### src/rtl/evt_irq_pkg.sv
package evt_irq_pkg;

  typedef enum logic [1:0] {
    DIR_HOLD_A = 2'b00,
    DIR_UP     = 2'b01,
    DIR_DN     = 2'b10,
    DIR_HOLD_B = 2'b11
  } dir_e;

  typedef enum logic [2:0] {
    OFF_ENA  = 3'd0,
    OFF_MODE = 3'd1,
    OFF_DIS  = 3'd2,
    OFF_ARM  = 3'd3,
    OFF_PRE  = 3'd4,
    OFF_CNT  = 3'd5,
    OFF_XOR  = 3'd6,
    OFF_ADJ  = 3'd7
  } off_e;

  // mode byte field positions
  localparam int MODE_DIR_LSB = 6;
  localparam int MODE_NARROW  = 2;
  localparam int MODE_SRC_LSB = 0;
  localparam int SRC_N        = 4;
  localparam int SRC_W        = $clog2(SRC_N);

  typedef struct packed {
    dir_e             dir;
    logic             narrow;
    logic [SRC_W-1:0] src;
  } mode_t;

endpackage

### src/rtl/evt_irq_regs.sv
module evt_irq_regs
  import evt_irq_pkg::*;
#(
  parameter int DATA_W = 8
) (
  input  logic              clk_i,
  input  logic              rst_ni,
  input  logic              wr_en_i,
  input  logic [2:0]        wr_off_i,
  input  logic [DATA_W-1:0] wr_data_i,
  output mode_t             mode_o,
  output logic              en_o,
  output logic              ack_o,
  output logic              ld_pre_o,
  output logic              ld_cnt_o,
  output logic [DATA_W-1:0] ld_val_o
);

  mode_t             mode_q;
  logic              en_q;
  logic [DATA_W-1:0] xor_q;
  off_e              off;

  assign off = off_e'(wr_off_i);

  always_ff @(posedge clk_i or negedge rst_ni) begin
    if (!rst_ni) begin
      mode_q <= '0;
      en_q   <= 1'b0;
      xor_q  <= '0;
    end else if (wr_en_i) begin
      case (off)
        OFF_ENA:  en_q <= wr_data_i[0];
        OFF_MODE: begin
          mode_q.dir    <= dir_e'(wr_data_i[MODE_DIR_LSB+:2]);
          mode_q.narrow <= wr_data_i[MODE_NARROW];
          mode_q.src    <= wr_data_i[MODE_SRC_LSB+:SRC_W];
        end
        OFF_DIS:  en_q  <= 1'b0;
        OFF_ARM:  en_q  <= 1'b1;
        OFF_XOR:  xor_q <= wr_data_i;
        default:  ;  // OFF_PRE/OFF_CNT handled by core, OFF_ADJ inert
      endcase
    end
  end

  assign mode_o   = mode_q;
  assign en_o     = en_q;
  assign ack_o    = wr_en_i && ((off == OFF_ENA && !wr_data_i[0]) || off == OFF_DIS);
  assign ld_pre_o = wr_en_i && off == OFF_PRE;
  assign ld_cnt_o = wr_en_i && off == OFF_CNT;
  assign ld_val_o = wr_data_i ^ xor_q;

  p_arm_sets_en_r3: assert property (@(posedge clk_i) disable iff (!rst_ni)
    (wr_en_i && wr_off_i == OFF_ARM) |=> en_q);
  p_dis_clears_en_r3: assert property (@(posedge clk_i) disable iff (!rst_ni)
    (wr_en_i && wr_off_i == OFF_DIS) |=> !en_q);
  p_adj_inert_r13: assert property (@(posedge clk_i) disable iff (!rst_ni)
    (wr_en_i && wr_off_i == OFF_ADJ) |=> ($stable(mode_q) && $stable(en_q) && $stable(xor_q)));

endmodule

### src/rtl/evt_irq_src_sel.sv
module evt_irq_src_sel #(
  parameter int SRC_N = 4,
  localparam int SEL_W = $clog2(SRC_N)
) (
  input  logic [SRC_N-1:0] ev_i,
  input  logic [SEL_W-1:0] sel_i,
  output logic             ev_o
);

  logic [SRC_N-1:0] hit;

  for (genvar g = 0; g < SRC_N; g++) begin : g_src
    assign hit[g] = ev_i[g] && (sel_i == SEL_W'(g));
  end

  assign ev_o = |hit;

endmodule

### src/rtl/evt_irq_core.sv
module evt_irq_core
  import evt_irq_pkg::*;
#(
  parameter int DATA_W   = 8,
  parameter int NARROW_W = 3
) (
  input  logic              clk_i,
  input  logic              rst_ni,
  input  logic              step_i,
  input  dir_e              dir_i,
  input  logic              narrow_i,
  input  logic              ld_pre_i,
  input  logic              ld_cnt_i,
  input  logic [DATA_W-1:0] ld_val_i,
  output logic              wrap_o
);

  localparam logic [DATA_W-1:0] ALL_ONES = {DATA_W{1'b1}};
  localparam logic [DATA_W-1:0] ONE      = DATA_W'(1);

  logic [DATA_W-1:0] pre_q, cnt_q, pre_nxt, cnt_nxt, pmask, narrow_mask;
  logic              up, run, step_en, pre_tc;

  if (NARROW_W >= DATA_W) begin : g_full_narrow
    assign narrow_mask = ALL_ONES;
  end else begin : g_part_narrow
    assign narrow_mask = ALL_ONES >> (DATA_W - NARROW_W);
  end

  assign pmask   = narrow_i ? narrow_mask : ALL_ONES;
  assign up      = (dir_i == DIR_UP);
  assign run     = (dir_i == DIR_UP) || (dir_i == DIR_DN);
  assign step_en = step_i && run && !ld_pre_i && !ld_cnt_i;
  assign pre_nxt = up ? pre_q + ONE : pre_q - ONE;
  assign pre_tc  = up ? ((pre_nxt & pmask) == '0) : ((pre_nxt & pmask) == pmask);
  assign cnt_nxt = up ? cnt_q + ONE : cnt_q - ONE;
  assign wrap_o  = step_en && pre_tc && (up ? (cnt_nxt == '0) : (cnt_nxt == ALL_ONES));

  always_ff @(posedge clk_i or negedge rst_ni) begin
    if (!rst_ni) begin
      pre_q <= '0;
      cnt_q <= '0;
    end else begin
      if (ld_pre_i)     pre_q <= ld_val_i;
      else if (step_en) pre_q <= pre_nxt;
      if (ld_cnt_i)               cnt_q <= ld_val_i;
      else if (step_en && pre_tc) cnt_q <= cnt_nxt;
    end
  end

  p_stop_holds_r4: assert property (@(posedge clk_i) disable iff (!rst_ni)
    (!(dir_i == DIR_UP || dir_i == DIR_DN) && !ld_pre_i && !ld_cnt_i)
      |=> ($stable(pre_q) && $stable(cnt_q)));
  p_up_step_r7: assert property (@(posedge clk_i) disable iff (!rst_ni)
    (step_i && dir_i == DIR_UP && !ld_pre_i && !ld_cnt_i)
      |=> pre_q == $past(pre_q) + ONE);
  p_dn_step_r8: assert property (@(posedge clk_i) disable iff (!rst_ni)
    (step_i && dir_i == DIR_DN && !ld_pre_i && !ld_cnt_i)
      |=> pre_q == $past(pre_q) - ONE);
  p_load_wins_r12: assert property (@(posedge clk_i) disable iff (!rst_ni)
    ld_cnt_i |=> cnt_q == $past(ld_val_i));
  p_load_pre_r6: assert property (@(posedge clk_i) disable iff (!rst_ni)
    ld_pre_i |=> pre_q == $past(ld_val_i));
  p_wrap_value_r10: assert property (@(posedge clk_i) disable iff (!rst_ni)
    wrap_o |=> ($past(dir_i) == DIR_UP ? cnt_q == '0 : cnt_q == ALL_ONES));

endmodule

### src/rtl/evt_irq_flag.sv
module evt_irq_flag (
  input  logic clk_i,
  input  logic rst_ni,
  input  logic wrap_i,
  input  logic en_i,
  input  logic ack_i,
  output logic irq_o
);

  logic irq_q;

  always_ff @(posedge clk_i or negedge rst_ni) begin
    if (!rst_ni)    irq_q <= 1'b0;
    else if (ack_i) irq_q <= 1'b0;
    else if (wrap_i && en_i) irq_q <= 1'b1;
  end

  assign irq_o = irq_q;

  p_rise_needs_en_r10: assert property (@(posedge clk_i) disable iff (!rst_ni)
    (!irq_q && !(wrap_i && en_i)) |=> !irq_q);
  p_ack_clears_r11: assert property (@(posedge clk_i) disable iff (!rst_ni)
    ack_i |=> !irq_q);
  p_sticky_r11: assert property (@(posedge clk_i) disable iff (!rst_ni)
    (irq_q && !ack_i) |=> irq_q);

endmodule

### src/rtl/evt_irq_timer.sv
module evt_irq_timer
  import evt_irq_pkg::*;
#(
  parameter int DATA_W   = 8,
  parameter int NARROW_W = 3
) (
  input  logic              clk_i,
  input  logic              rst_ni,
  input  logic              wr_en_i,
  input  logic [2:0]        wr_off_i,
  input  logic [DATA_W-1:0] wr_data_i,
  input  logic              ev_cpu_cycle_i,
  input  logic              ev_a12_rise_i,
  input  logic              ev_ppu_read_i,
  input  logic              ev_cpu_write_i,
  output logic              irq_o
);

  mode_t             mode;
  logic              en, ack, ld_pre, ld_cnt, step, wrap;
  logic [DATA_W-1:0] ld_val;
  logic [SRC_N-1:0]  ev_vec;

  assign ev_vec = {ev_cpu_write_i, ev_ppu_read_i, ev_a12_rise_i, ev_cpu_cycle_i};

  evt_irq_regs #(.DATA_W(DATA_W)) u_regs (
    .clk_i    (clk_i),
    .rst_ni   (rst_ni),
    .wr_en_i  (wr_en_i),
    .wr_off_i (wr_off_i),
    .wr_data_i(wr_data_i),
    .mode_o   (mode),
    .en_o     (en),
    .ack_o    (ack),
    .ld_pre_o (ld_pre),
    .ld_cnt_o (ld_cnt),
    .ld_val_o (ld_val)
  );

  evt_irq_src_sel #(.SRC_N(SRC_N)) u_src (
    .ev_i (ev_vec),
    .sel_i(mode.src),
    .ev_o (step)
  );

  evt_irq_core #(.DATA_W(DATA_W), .NARROW_W(NARROW_W)) u_core (
    .clk_i   (clk_i),
    .rst_ni  (rst_ni),
    .step_i  (step),
    .dir_i   (mode.dir),
    .narrow_i(mode.narrow),
    .ld_pre_i(ld_pre),
    .ld_cnt_i(ld_cnt),
    .ld_val_i(ld_val),
    .wrap_o  (wrap)
  );

  evt_irq_flag u_flag (
    .clk_i (clk_i),
    .rst_ni(rst_ni),
    .wrap_i(wrap),
    .en_i  (en),
    .ack_i (ack),
    .irq_o (irq_o)
  );

endmodule

### config.mk
export PLATFORM = sky130hd
export DESIGN_NAME = evt_irq_timer
export DESIGN_NICKNAME = d
export VERILOG_FILES = /design/src/rtl/evt_irq_pkg.sv /design/src/rtl/evt_irq_regs.sv /design/src/rtl/evt_irq_src_sel.sv /design/src/rtl/evt_irq_core.sv /design/src/rtl/evt_irq_flag.sv /design/src/rtl/evt_irq_timer.sv
export SDC_FILE = /design/constraint.sdc
export NUM_CORES = 1
export LEC_CHECK = 0
export BUFFER_PORTS_ARGS = -buffer_cell sky130_fd_sc_hd__buf_2
export CORE_MARGIN = 3
export CORE_UTILIZATION = 59
export CTS_BUF_LIST = sky130_fd_sc_hd__clkbuf_8
export DETAILED_ROUTE_END_ITERATION = 7
export PLACE_DENSITY = 0.79
export SLEW_MARGIN = 20
export SYNTH_ARGS = -nofsm -noshare
export SYNTH_HDL_FRONTEND = slang
export SYNTH_HIERARCHICAL = 1
export SYNTH_SLANG_ARGS = --single-unit
### constraint.sdc
create_clock -name clk_i -period 3.7 [get_ports clk_i]
set_input_delay 0.37 -clock clk_i [delete_from_list [all_inputs] [get_ports clk_i]]
set_output_delay 0.37 -clock clk_i [all_outputs]
set_load 0.03 [all_outputs]
==> reports/results.tsv <==
metric	value	unit
outcome	complete, no violations	
PD cells	874	mW/mm²
Max VDD drop	0.000484	V
Post-synth top cells	31 x dfrtp_1, 18 x ha_1, 16 x nand2_1	
ranking of synthesized cells by area	dfrtp_1 35%, ha_1 10%, mux2_2 6.5%	
# rows	21	
post-synthesis net count	254	
CTS root buf	clkbuf_8	
CORE AREA	0.00349	mm²
Post-Syn Area	0.00224	mm²
post-layout min period	3.31	ns
Slew @ Worst Pin	0.689	ns
Final Net Count	279	
Setup TNS	0	ns
unrepaired setup endpoints after global routing	false	
CP max-delay cell	o311ai_4	
ys async rst share	100	%
clock slew at reported path FFs	0.07	ns
Die W	67.6	µm
Area Growth Syn to Fin	12.9	%
Worst Path Buf+Inv	2	
RePlAce Congestion	0.852	
# placed instances	280	
initial core utilization	64.2	%
fraction of layout cells with a size suffix above 1	23.6	%
detailed-route via count	1735	
FF-to-FF End	u_core/cnt_q[2]	
Post-DP Area	0.00241	mm²
CP Max Fanout	10	
largest net degree at the start of global routing	32	
routed wire length	4770	µm
Post-Synthesis Cells	216	
DRT iter0 DRCs	127	
clk buf depth	2	
final setup skew	0.00494	ns
ys flop type	dfrtp_1	
Crit Path Class	reg -> reg	
Maximum Capacitance Violations	0	
synth unique cells	53	
fin cells	288	
final hold vios	0	
Max Fclk	302	MHz
drt pass-1 iters	4	
vias in the first global route	1738	
CP delay by family, top	compound AO/OA/AOI/OAI gates	
Finished Cell Area	0.00253	mm²
Critical R2R Launch	u_regs/mode_o[4]	
critical-path cell list	inv_1, ha_1, inv_1, fa_1, a211oi_4, nor4b_1, or3b_4, and4bb_4, o311ai_4, nand2b_2, o221ai_1	
CTS-repair resized insts	0	
Seq cells post-synth	31	
Register-to-Register Path Depth	11	
area share of the largest cell type after synthesis	34.6	%
Syn Area/Cell	10.4	µm²
DP HPWL	3650	µm
initial antenna violation count	0	
flop2flop setup slack	0.39	ns
I/O Buffers	18	
number of synthesized flops with an enable pin	0	
filler cell count in the final layout	258	
Total Routing Usage GR	24.0	%
setup ws final	0.387	ns
Clk Latency, worst-skew pair	0.28	ns
Critical Path Start Type	register	
first-pass GRT wire length	8160	µm
Slew headroom	54.1	%
IO Pins	19	
Synth area leader	dfrtp_1	
CTS tree	done	
Hold WC Path Type	in -> async	
Yosys Warn Count	6	
grt ovf	0	
top-count cell post-synth	dfrtp_1	
register area share after synthesis	34.6	%
Final ANT Viol Nets	0	
dpl ws	0.463	ns
vias per cell	6.02	
post-CTS setup buffer count	0	
DIE AREA	0.00458	mm²
Slew Limit Fails	0	
Die Span Y	67.6	µm
CP most frequent cell	inv_1	
clk sinks	31	
slowest cell delay on critical path	0.52	ns
drt drc	0	
routed len/inst	16.6	µm
leakage	1.13	nW
number of H-tree levels	2	
CP Data Arrival Time	3.48	ns
TritonCTS buffer count	5	
CTS Hold Bufs	0	
Antenna diodes	0	
final setup vio count	0	
period utilisation layout	89.5	%
Worst EP required	3.87	ns
CP endpoint kind	register	
## cells by family after synthesis
logic type                 after synthesis  synth area share [%]
DFF                                     31                  34.6
muxes                                   24                  12.0
buffers and inverters                   13                  2.23
xor gates and xnor gates                20                  7.81
and+or+nand+nor                         60                  15.8
AOI/OAI and AO/OA                       48                  15.7
adders and majority gates               20                  11.8
## worst reg2reg max path, delay by kind of cell (launching register included)
family	cells	cell delay, ns
buffers and inverters	2	0.18
flip-flops	1	0.39
adder cells (fa/ha/maj)	2	0.63
AND/OR/NAND/NOR	4	0.89
AO/OA/AOI/OAI	3	1.13
## worst max-delay path by stage
| stage | from | depth (start not counted) | to |
|---|---|---|---|
| floorplan | u_regs/mode_o[4] | 12 | u_core/cnt_q[1] |
| global placement | u_regs/mode_o[4] | 12 | u_core/cnt_q[1] |
| detailed placement | u_regs/mode_o[4] | 11 | u_core/cnt_q[3] |
| CTS | u_regs/mode_o[4] | 11 | u_core/cnt_q[3] |
| global route | u_regs/mode_o[4] | 12 | u_core/cnt_q[2] |
| finish | u_regs/mode_o[4] | 11 | u_core/cnt_q[2] |
## per-stage QoR
stage | util (%) | hold WS, ns | power (mW)
finish | 72.4 | 0.132 | 2.21
global route | 72.4 | 0.171 | 2.39
CTS | 72.4 | 0.153 | 2.20
detailed placement | 69.1 | 0.452 | 1.84
global placement | 69.1 | 0.461 | 1.81
floorplan | - | 0.0744 | 1.55
## power by group
part / leakage, nW / switching, mW / internal [mW] / total [mW]
Sequential: 0.373 / 0.111 / 0.462 / 0.573
Combinational: 0.696 / 0.710 / 0.586 / 1.30
Clock: 0.0612 / 0.126 / 0.218 / 0.344
## state kept, by name (all words and copies together), names as in the netlist
name           count
u_core/pre_q       8
u_core/cnt_q       8
u_regs/mode_o      5
u_flag/irq_o       1
u_regs/en_o        1
u_regs/xor_q       8
## cell type report
type / count / area, µm² / share of cell area, %
clock inverters: 2 / 35.0 / 1.38
well taps: 46 / 57.6 / 2.27
inverters: 8 / 30.0 / 1.19
flip-flops and latches: 31 / 776 / 30.6
clock buffers: 6 / 82.6 / 3.26
repair buffers: 23 / 128 / 5.04
multi-input cells: 172 / 1420 / 56.2
## per-layer routing
metal  global-route usage [%]  wire [µm]  part of all wire [%]  vias up
met5                        0          0                     0        -
met4                     7.09         70                   1.5        0
met3                     4.49        205                   4.3        8
met2                     38.2       2240                    47       54
met1                     33.3       2260                    47      836
li1                         -          -                     -      837
## placed cells by master, fill, tap and decap left out, drive strengths merged, types with 2 or more instances in the layout
master / count
a211oi: 2
a21oi: 9
and3: 2
buf: 23
clkbuf: 6
dfrtp: 31
fa: 2
ha: 18
inv: 8
mux2: 13
mux2i: 10
nand2: 16
nand2b: 6
nand3: 3
nor2: 13
nor3: 3
nor3b: 2
nor4b: 2
o211a: 2
o211ai: 3
o21ai: 17
o21bai: 2
o221a: 2
o221ai: 2
or3: 2
or3b: 2
or4: 2
xnor2: 8
xor2: 12
No activity file was read; power rests on OpenSTA's default activity.
